===== src/rtl/psd_pkg.sv =====
package psd_pkg;

  // Encoding of the modulus-select input: high picks the small base modulus.
  localparam logic SEL_SMALL = 1'b1;

  // A setting is usable when the main count reaches the minimum and the
  // swallow count stays strictly below it.
  function automatic logic cfg_ok(input int unsigned n, input int unsigned a,
                                  input int unsigned n_min);
    return (n >= n_min) && (a < n);
  endfunction

  // Base modulus of the prescaler for the chosen range.
  function automatic int unsigned base_mod(input logic big, input int unsigned m_small);
    return big ? (m_small * 2) : m_small;
  endfunction

  // Length in input cycles of one prescaler group.
  function automatic int unsigned group_len(input logic big, input logic swallow,
                                            input int unsigned m_small);
    return base_mod(big, m_small) + (swallow ? 1 : 0);
  endfunction

endpackage


===== src/rtl/psd_cfg.sv =====
module psd_cfg #(
  parameter int unsigned N_W   = 11,
  parameter int unsigned A_W   = 8,
  parameter int unsigned N_MIN = 16
) (
  input  logic           clk,
  input  logic           rst,
  input  logic           load,
  input  logic [N_W-1:0] n_in,
  input  logic [A_W-1:0] a_in,
  input  logic           sel_in,
  output logic [N_W-1:0] act_n,
  output logic [A_W-1:0] act_a,
  output logic           act_big,
  output logic           cfg_err
);

  logic ok;
  assign ok = psd_pkg::cfg_ok(32'(n_in), 32'(a_in), N_MIN);

  always_ff @(posedge clk) begin
    if (rst) begin
      cfg_err <= !ok;
      if (ok) begin
        act_n   <= n_in;
        act_a   <= a_in;
        act_big <= (sel_in != psd_pkg::SEL_SMALL);
      end else begin
        act_n   <= N_W'(N_MIN);
        act_a   <= '0;
        act_big <= 1'b0;
      end
    end else if (load) begin
      cfg_err <= !ok;
      if (ok) begin
        act_n   <= n_in;
        act_a   <= a_in;
        act_big <= (sel_in != psd_pkg::SEL_SMALL);
      end
    end
  end

endmodule


===== src/rtl/psd_prescaler.sv =====
module psd_prescaler #(
  parameter int unsigned M_LOG2 = 7,
  localparam int unsigned M_SMALL = 1 << M_LOG2,
  localparam int unsigned PC_W    = M_LOG2 + 2
) (
  input  logic clk,
  input  logic rst,
  input  logic big,
  input  logic swallow,
  output logic tick
);

  logic [PC_W-1:0] cnt;
  logic [PC_W-1:0] last;

  assign last = PC_W'(psd_pkg::group_len(big, swallow, M_SMALL) - 1);
  assign tick = (cnt == last);

  always_ff @(posedge clk) begin
    if (rst || tick) cnt <= '0;
    else             cnt <= cnt + PC_W'(1);
  end

endmodule


===== src/rtl/psd_counters.sv =====
module psd_counters #(
  parameter int unsigned N_W = 11,
  parameter int unsigned A_W = 8
) (
  input  logic           clk,
  input  logic           rst,
  input  logic           tick,
  input  logic [N_W-1:0] act_n,
  input  logic [A_W-1:0] act_a,
  output logic           mod_ctl,
  output logic           period_end
);

  logic [N_W-1:0] n_cnt;
  logic [A_W-1:0] s_cnt;
  logic           n_last;

  assign n_last     = (n_cnt == act_n - N_W'(1));
  assign period_end = tick && n_last;
  assign mod_ctl    = (s_cnt < act_a);

  always_ff @(posedge clk) begin
    if (rst || period_end) begin
      n_cnt <= '0;
      s_cnt <= '0;
    end else if (tick) begin
      n_cnt <= n_cnt + N_W'(1);
      if (mod_ctl) s_cnt <= s_cnt + A_W'(1);
    end
  end

endmodule


===== src/rtl/pulse_swallow_div.sv =====
module pulse_swallow_div #(
  parameter int unsigned N_W    = 11,
  parameter int unsigned A_W    = 8,
  parameter int unsigned N_MIN  = 16,
  parameter int unsigned M_LOG2 = 7
) (
  input  logic           clk,
  input  logic           rst,
  input  logic [N_W-1:0] n_val,
  input  logic [A_W-1:0] a_val,
  input  logic           mod_sel,
  output logic           fp,
  output logic           mod_ctl,
  output logic           cfg_err
);

  // Named internal events, visible to the bound checker.
  logic           pre_tick;
  logic           period_end;
  logic [N_W-1:0] act_n;
  logic [A_W-1:0] act_a;
  logic           act_big;

  psd_cfg #(.N_W(N_W), .A_W(A_W), .N_MIN(N_MIN)) u_cfg (
    .clk     (clk),
    .rst     (rst),
    .load    (period_end),
    .n_in    (n_val),
    .a_in    (a_val),
    .sel_in  (mod_sel),
    .act_n   (act_n),
    .act_a   (act_a),
    .act_big (act_big),
    .cfg_err (cfg_err)
  );

  psd_prescaler #(.M_LOG2(M_LOG2)) u_pre (
    .clk     (clk),
    .rst     (rst),
    .big     (act_big),
    .swallow (mod_ctl),
    .tick    (pre_tick)
  );

  psd_counters #(.N_W(N_W), .A_W(A_W)) u_cnt (
    .clk        (clk),
    .rst        (rst),
    .tick       (pre_tick),
    .act_n      (act_n),
    .act_a      (act_a),
    .mod_ctl    (mod_ctl),
    .period_end (period_end)
  );

  assign fp = period_end;

endmodule


===== config.mk =====
export PLATFORM = sky130hd
export DESIGN_NAME = pulse_swallow_div
export DESIGN_NICKNAME = d
export VERILOG_FILES = /design/src/rtl/psd_pkg.sv /design/src/rtl/psd_cfg.sv /design/src/rtl/psd_prescaler.sv /design/src/rtl/psd_counters.sv /design/src/rtl/pulse_swallow_div.sv
export SDC_FILE = /design/constraint.sdc
export NUM_CORES = 1
export LEC_CHECK = 0
export ABC_AREA = 1
export BUFFER_PORTS_ARGS = -buffer_cell sky130_fd_sc_hd__buf_2
export CORE_MARGIN = 3
export CORE_UTILIZATION = 45
export CTS_CLUSTER_DIAMETER = 150
export DETAILED_ROUTE_END_ITERATION = 8
export GPL_TIMING_DRIVEN = 0
export PLACE_DENSITY = 0.63
export SYNTH_ARGS = -nofsm -noshare
export SYNTH_HDL_FRONTEND = slang
export SYNTH_SLANG_ARGS = --single-unit

===== constraint.sdc =====
create_clock -name clk -period 5.1 [get_ports clk]
set_input_delay 0.765 -clock clk [delete_from_list [all_inputs] [get_ports clk]]
set_output_delay 0.765 -clock clk [all_outputs]
set_load 0.01 [all_outputs]

==> results_dict.tcl, run 1 <==
set metrics [dict create \
    wl_per_cell_um 11.5 \
    grt_start_max_net_pins 20 \
    cpMaxStageDelayCell "edfxtp_1" \
    dr.pass1.iters 4 \
    h-tree-depth 2 \
    core_sq_um 6940 \
    grt_pass1_vias 2537 \
    syn_area_per_cell_sq_um 7.38 \
    rsz0062_at_grt "false" \
    crit_chain "inv_1, ha_1, nand2_2, a21oi_1, nor2_1, nand2_1, a21oi_4, ha_1, xor2_1, nor2_1, nand3_1, buf_4, nor2_1, buf_2" \
    syn_nets 485 \
    worst_pin_slew_ps 381 \
    grt_usage_pct 17.1 \
    crit_top_cell "nor2_1" \
    cts_tree "built" \
    layout-drive-gt1-share_pct 16.6 \
    cts_hold_buf 0 \
    finalSetupViolations 0 \
    power.leakage_nw 1.66 \
    crit_required_ps 4340 \
    cts-buffers-inserted 5 \
    root_buffer "clkbuf_8" \
    routed_wl_um 6580 \
    clock-sinks 49 \
    final_core_util_pct 52.2 \
    nNetsFinal 517 \
    gp_congestion 0.854 \
    fin_crit_sh_pct 70.6 \
    die_area_sq_um 8340 \
    postCtsSetupBuffers 0 \
    cap_violations 0 \
    cts_resized 0 \
    routed_via_density 4.64 \
    drt-initial-drc-count 80 \
    status "completed" \
    worstPathMaxFanout 11 \
    route.detailed.drc 0 \
    arrival_ps 2840 \
    maxSlewViolCount 0 \
    max_stage_delay_ps 370 \
    vdd_drop_max_v 0.000122 \
    synthCells 444 \
    clockBufferDepth 2 \
    overflow 0 \
    final.setup.tns_ps 0 \
    cp-end-kind "output port" \
    worstSetupPathType "flop to output port" \
    syn-cell-area_sq_um 3280 \
    dieWidth_um 91.3 \
    placed_cell_area_sq_um 3540 \
    clk_pin_slew_ps 100 \
    max_freq_mhz 278 \
    clk_latency_ps 310 \
    ys_seq_area_share_pct 36.3 \
    start_kind "flop" \
    yosysWarnings 0 \
    port_buffers 24 \
    synthDistinctLibCells 35 \
    grt_pass1_wl_um 11600 \
    ys_seq_elements 49 \
    die_h_um 91.3 \
    dpl.hpwl_um 5280 \
    relSlewSlack_pct 74.4 \
    ios 25 \
    num_vias 2656 \
    finalPower_mw 0.781 \
    skew_ps 7.78 \
    hold_viol_final 0 \
    fin_area_sq_um 3620 \
    period_needed_ps 3600 \
    min_path_type "flop to flop" \
    syn2layout_area_growth_pct 10.5 \
    antenna_found_initial 0 \
    antenna_cells 0 \
    ant_nets 0 \
    initial_core_util_pct 47.2 \
    powerDensity_nw_per_um2 216 \
    rows 30 \
]
final cells by class:
class | count | area (sq um)
Buffer | 11 | 81.3
Clock buffer | 5 | 68.8
Clock inverter | 3 | 17.5
Fill cell | 705 | 3320
Inverter | 82 | 308
Multi-Input combinational cell | 302 | 1700
Sequential cell | 49 | 1190
Tap cell | 96 | 120
Timing Repair Buffer | 25 | 135
cell usage after synthesis:
| library cell | number | area share [%] |
|---|---|---|
| dfxtp_1 | 28 | 17 |
| clkbuf_1 | 3 | 0.34 |
| nand4_1 | 9 | 1.7 |
| or2_2 | 1 | 0.19 |
| nor2_4 | 2 | 0.69 |
| a21oi_4 | 1 | 0.50 |
| o211ai_1 | 1 | 0.23 |
| clkbuf_2 | 1 | 0.15 |
| xor2_1 | 20 | 5.3 |
| o21bai_1 | 1 | 0.23 |
| and2_1 | 2 | 0.38 |
| inv_2 | 2 | 0.23 |
| nor2_2 | 22 | 4.2 |
| nand2_2 | 5 | 0.95 |
| xnor2_1 | 6 | 1.6 |
| inv_1 | 80 | 9.2 |
| buf_4 | 2 | 0.46 |
| buf_2 | 1 | 0.15 |
| o21ai_0 | 13 | 2.0 |
| buf_6 | 4 | 1.4 |
| nand3_2 | 4 | 1.2 |
| nor2_1 | 49 | 5.6 |
| nand3_1 | 24 | 3.7 |
| nor4_1 | 1 | 0.19 |
| nor3b_1 | 4 | 0.92 |
| nand3b_1 | 2 | 0.46 |
| nor3_2 | 1 | 0.31 |
| o21ai_1 | 1 | 0.15 |
| a21boi_1 | 1 | 0.23 |
| edfxtp_1 | 21 | 19 |
| nor3_1 | 11 | 1.7 |
| and3_1 | 1 | 0.19 |
| nand2_1 | 93 | 11 |
| a21oi_1 | 8 | 1.2 |
| ha_1 | 19 | 7.3 |
per-layer routing:
metal	vias to the layer above	share of wire (%)	track usage, %
met5	-	0	0
met1	1177	47	22.5
met4	0	0.77	3.77
met2	29	49	29.6
met3	4	2.9	2.73
li1	1446	-	-
metrics by stage:
stage | hold WS [ps] | setup slack (ps) | instances
floorplan | 430 | 1030 | 444
global placement | 442 | 150 | 564
detailed placement | 455 | 1820 | 565
CTS | 473 | 1470 | 573
global route | 520 | 1240 | 573
finish | 476 | 1500 | 573
power by group:
part / internal, mW / switching (mW) / total [mW]
sequential: 0.425 / 0.0103 / 0.435
clock: 0.0953 / 0.137 / 0.232
combinational: 0.0444 / 0.0696 / 0.114
registers in the layout (all words and copies together) (netlist names):
name / cells
u_pre.cnt: 9
u_cfg.act_n: 11
u_cfg.act_big: 1
u_cfg.act_a: 8
u_cnt.n_cnt: 11
u_cnt.s_cnt: 8
u_cfg.cfg_err: 1
worst paths after layout:
kind,start,to,slack [ps],depth (start not counted)
max reg2reg,u_cfg.act_a[7],u_cfg.act_n[10],1890,15
min,u_pre.cnt[0],u_pre.cnt[0],480,1
max,u_cfg.act_a[7],fp,1500,14
min reg2reg,u_pre.cnt[0],u_pre.cnt[0],480,1
layout by cell type (no fill, tap or decap), types with 5 or more instances in the layout:
| cell | instances |
|---|---|
| nor3_1 | 11 |
| nand4_1 | 9 |
| xor2_1 | 20 |
| nor2_1 | 49 |
| a21oi_1 | 8 |
| inv_1 | 80 |
| edfxtp_1 | 21 |
| nand2_1 | 93 |
| nand2_2 | 5 |
| buf_2 | 25 |
| nor2_2 | 22 |
| xnor2_1 | 6 |
| clkbuf_8 | 5 |
| o21ai_0 | 12 |
| ha_1 | 19 |
| nand3_1 | 24 |
| dfxtp_1 | 28 |
critical path: cells and delay by family, from the launching register on:
kind	cells	cell delay, ps
XOR/XNOR	1	160
adder cells (fa/ha/maj)	2	550
AND/OR/NAND/NOR	6	700
AO/OA/AOI/OAI	2	350
buffers and inverters	3	400
flip-flops	1	370
cell families after synthesis:
group                    after synthesis  share of synthesized area, %
AO/OA/AOI/OAI                         26                          4.54
XOR/XNOR                              26                          6.95
adder cells (fa/ha/maj)               19                          7.25
buffers and inverters                 93                          11.9
flip-flops                            49                          36.3
AND/OR/NAND/NOR                      231                          33.0
(Power assumes the default switching activity.)
==> run 2, diff against run 1 <==
==> constraint.sdc (replaced) <==
create_clock -name clk -period 3.5 [get_ports clk]
set_input_delay 0.525 -clock clk [delete_from_list [all_inputs] [get_ports clk]]
set_output_delay 0.525 -clock clk [all_outputs]
set_load 0.01 [all_outputs]
==> run 2 against run 1 <==
Against the previous run:
- cell count increased by 0.52%
- largest power group unchanged
- core utilization increased by 0.99 points
- setup slack got worse by 1200 ps
- first-iteration DRC count decreased by 18%
- critical path type unchanged
- global-route usage about the same
- sequential power increased by 46%
- non-clock buffer count increased by 2
- total power increased by 57%
- clock-buffer cell count increased by 2
==> results_dict.tcl, run 2 (synthesis gave the netlist of run 1 again) <==
set metrics [dict create \
    syn2layout_area_growth_pct 12.6 \
    largestRegisters "u_cfg.act_n x11, u_cnt.n_cnt x11, u_pre.cnt x9" \
    fin_crit_sh_pct 92.1 \
    gp_congestion 0.838 \
    max_stage_delay_ps 370 \
    worst_hold_slack_ps 477 \
    wl_per_cell_um 11.6 \
    worstSetupPathType "flop to output port" \
    cts_hold_buf 0 \
    max_freq_mhz 310 \
    fin_area_sq_um 3690 \
    final_common_cell "nand2_1" \
    grt_pass1_wl_um 11600 \
    route.detailed.drc 0 \
    hold_viol_final 0 \
    nNetsFinal 520 \
    dpl.hpwl_um 5290 \
    powerDensity_nw_per_um2 333 \
    finalSetupViolations 0 \
    cpMaxStageDelayCell "edfxtp_1" \
    final.setup.tns_ps 0 \
    grt_start_max_net_pins 21 \
    worst_pin_slew_ps 379 \
    root_buffer "clkbuf_8" \
    h-tree-depth 2 \
    skew_ps 12.6 \
    cts_tree "built" \
    clk_pin_slew_ps 100 \
    vdd_drop_max_v 0.000148 \
    core_sq_um 6940 \
    overflow 0 \
    min_path_type "flop to flop" \
    cap_violations 0 \
    setup_slack_ps 275 \
    crit_required_ps 2970 \
    port_buffers 24 \
    status "completed" \
    placed_cell_area_sq_um 3520 \
    start_kind "flop" \
    grt_usage_pct 17.1 \
    cp-end-kind "output port" \
    pre_cts_ws_ps -210 \
    arrival_ps 2700 \
    initial_core_util_pct 47.2 \
    routed_via_density 4.65 \
    layout-drive-gt1-share_pct 17.3 \
    dr.pass1.iters 4 \
    cts-buffers-inserted 5 \
    clk_latency_ps 310 \
    clock-sinks 49 \
    rsz0062_at_grt "false" \
    num_vias 2680 \
    layout_common_cells "nand2_1 (93), inv_1 (80), nor2_1 (49)" \
    grt_pass1_vias 2521 \
    crit_buf_inv 3 \
    ant_nets 0 \
    period_needed_ps 3220 \
    antenna_found_initial 0 \
    dieWidth_um 91.3 \
    die_h_um 91.3 \
    relSlewSlack_pct 74.6 \
    die_area_sq_um 8340 \
    final_core_util_pct 53.2 \
    cp_top_family "simple AND/OR/NAND/NOR gates" \
    routed_wl_um 6690 \
    ios 25 \
    power.leakage_nw 1.69 \
    maxSlewViolCount 0 \
    clockBufferDepth 2 \
    fill_cells 699 \
    antenna_cells 0 \
    rows 30 \
    crit_top_cell "nor2_1" \
    drt-initial-drc-count 66 \
    crit_chain "inv_1, ha_1, nand2_2, a21oi_1, nor2_1, nand2_1, a21oi_4, ha_1, xor2_1, nor2_1, nand3_1, buf_4, nor2_1, buf_2" \
    worstPathMaxFanout 10 \
]
-- run 2: path summary, 6_finish.rpt --
| path | to | start | slack [ps] | cells past startpoint |
|---|---|---|---|---|
| max | fp | u_cfg.act_a[6] | 280 | 14 |
| min | u_pre.cnt[0] | u_pre.cnt[0] | 480 | 1 |
| max reg2reg | u_cfg.act_big | u_cfg.act_a[6] | 330 | 14 |
| min reg2reg | u_pre.cnt[0] | u_pre.cnt[0] | 480 | 1 |
-- run 2: layout make-up --
| type | instances | area [sq um] | share of cell area (%) |
|---|---|---|---|
| multi-input cells | 303 | 1720 | 46.7 |
| flip-flops and latches | 49 | 1190 | 32.3 |
| inverters | 82 | 308 | 8.34 |
| repair buffers | 27 | 143 | 3.86 |
| well taps | 96 | 120 | 3.25 |
| clock buffers | 7 | 119 | 3.22 |
| plain buffers | 11 | 81.3 | 2.20 |
| clock inverters | 1 | 5.00 | 0.136 |
-- run 2: worst reg2reg max path, cell delays in order (launching register included) --
cell	delay, ps
edfxtp_1	370
inv_1	90
ha_1	240
nand2_2	90
a21oi_1	70
nor2_1	110
nand2_1	100
a21oi_4	170
ha_1	270
xor2_1	160
nor2_1	180
nand2_1	90
nor2_2	250
nand3_2	250
o21ai_4	400
-- run 2: repair_timing --
item	CTS	global route
cloned	0	1
buffers inserted	0	3
setup endpoints to repair	20	21
pin swaps	0	1
gates resized for setup	1	1
-- run 2: layer usage --
layer | vias up | wire length, um | track usage (%)
met5 | - | 0 | 0
met4 | 0 | 78 | 4.27
met2 | 28 | 3250 | 29.6
met1 | 1187 | 3210 | 22.2
met3 | 9 | 155 | 2.73
li1 | 1456 | - | -
-- run 2: metrics by stage --
step                      power [mW]  cells
after floorplan                0.764    444
after global placement         0.808    564
after detailed placement       0.814    564
after CTS                       1.24    572
after global routing            1.29    576
final                           1.23    576
-- run 2: report_power, final --
group,total [mW],switching [mW],internal (mW),leakage (nW)
logic,0.167,0.103,0.0641,1.20
clock network,0.427,0.200,0.227,0.0645
registers,0.634,0.0148,0.619,0.432
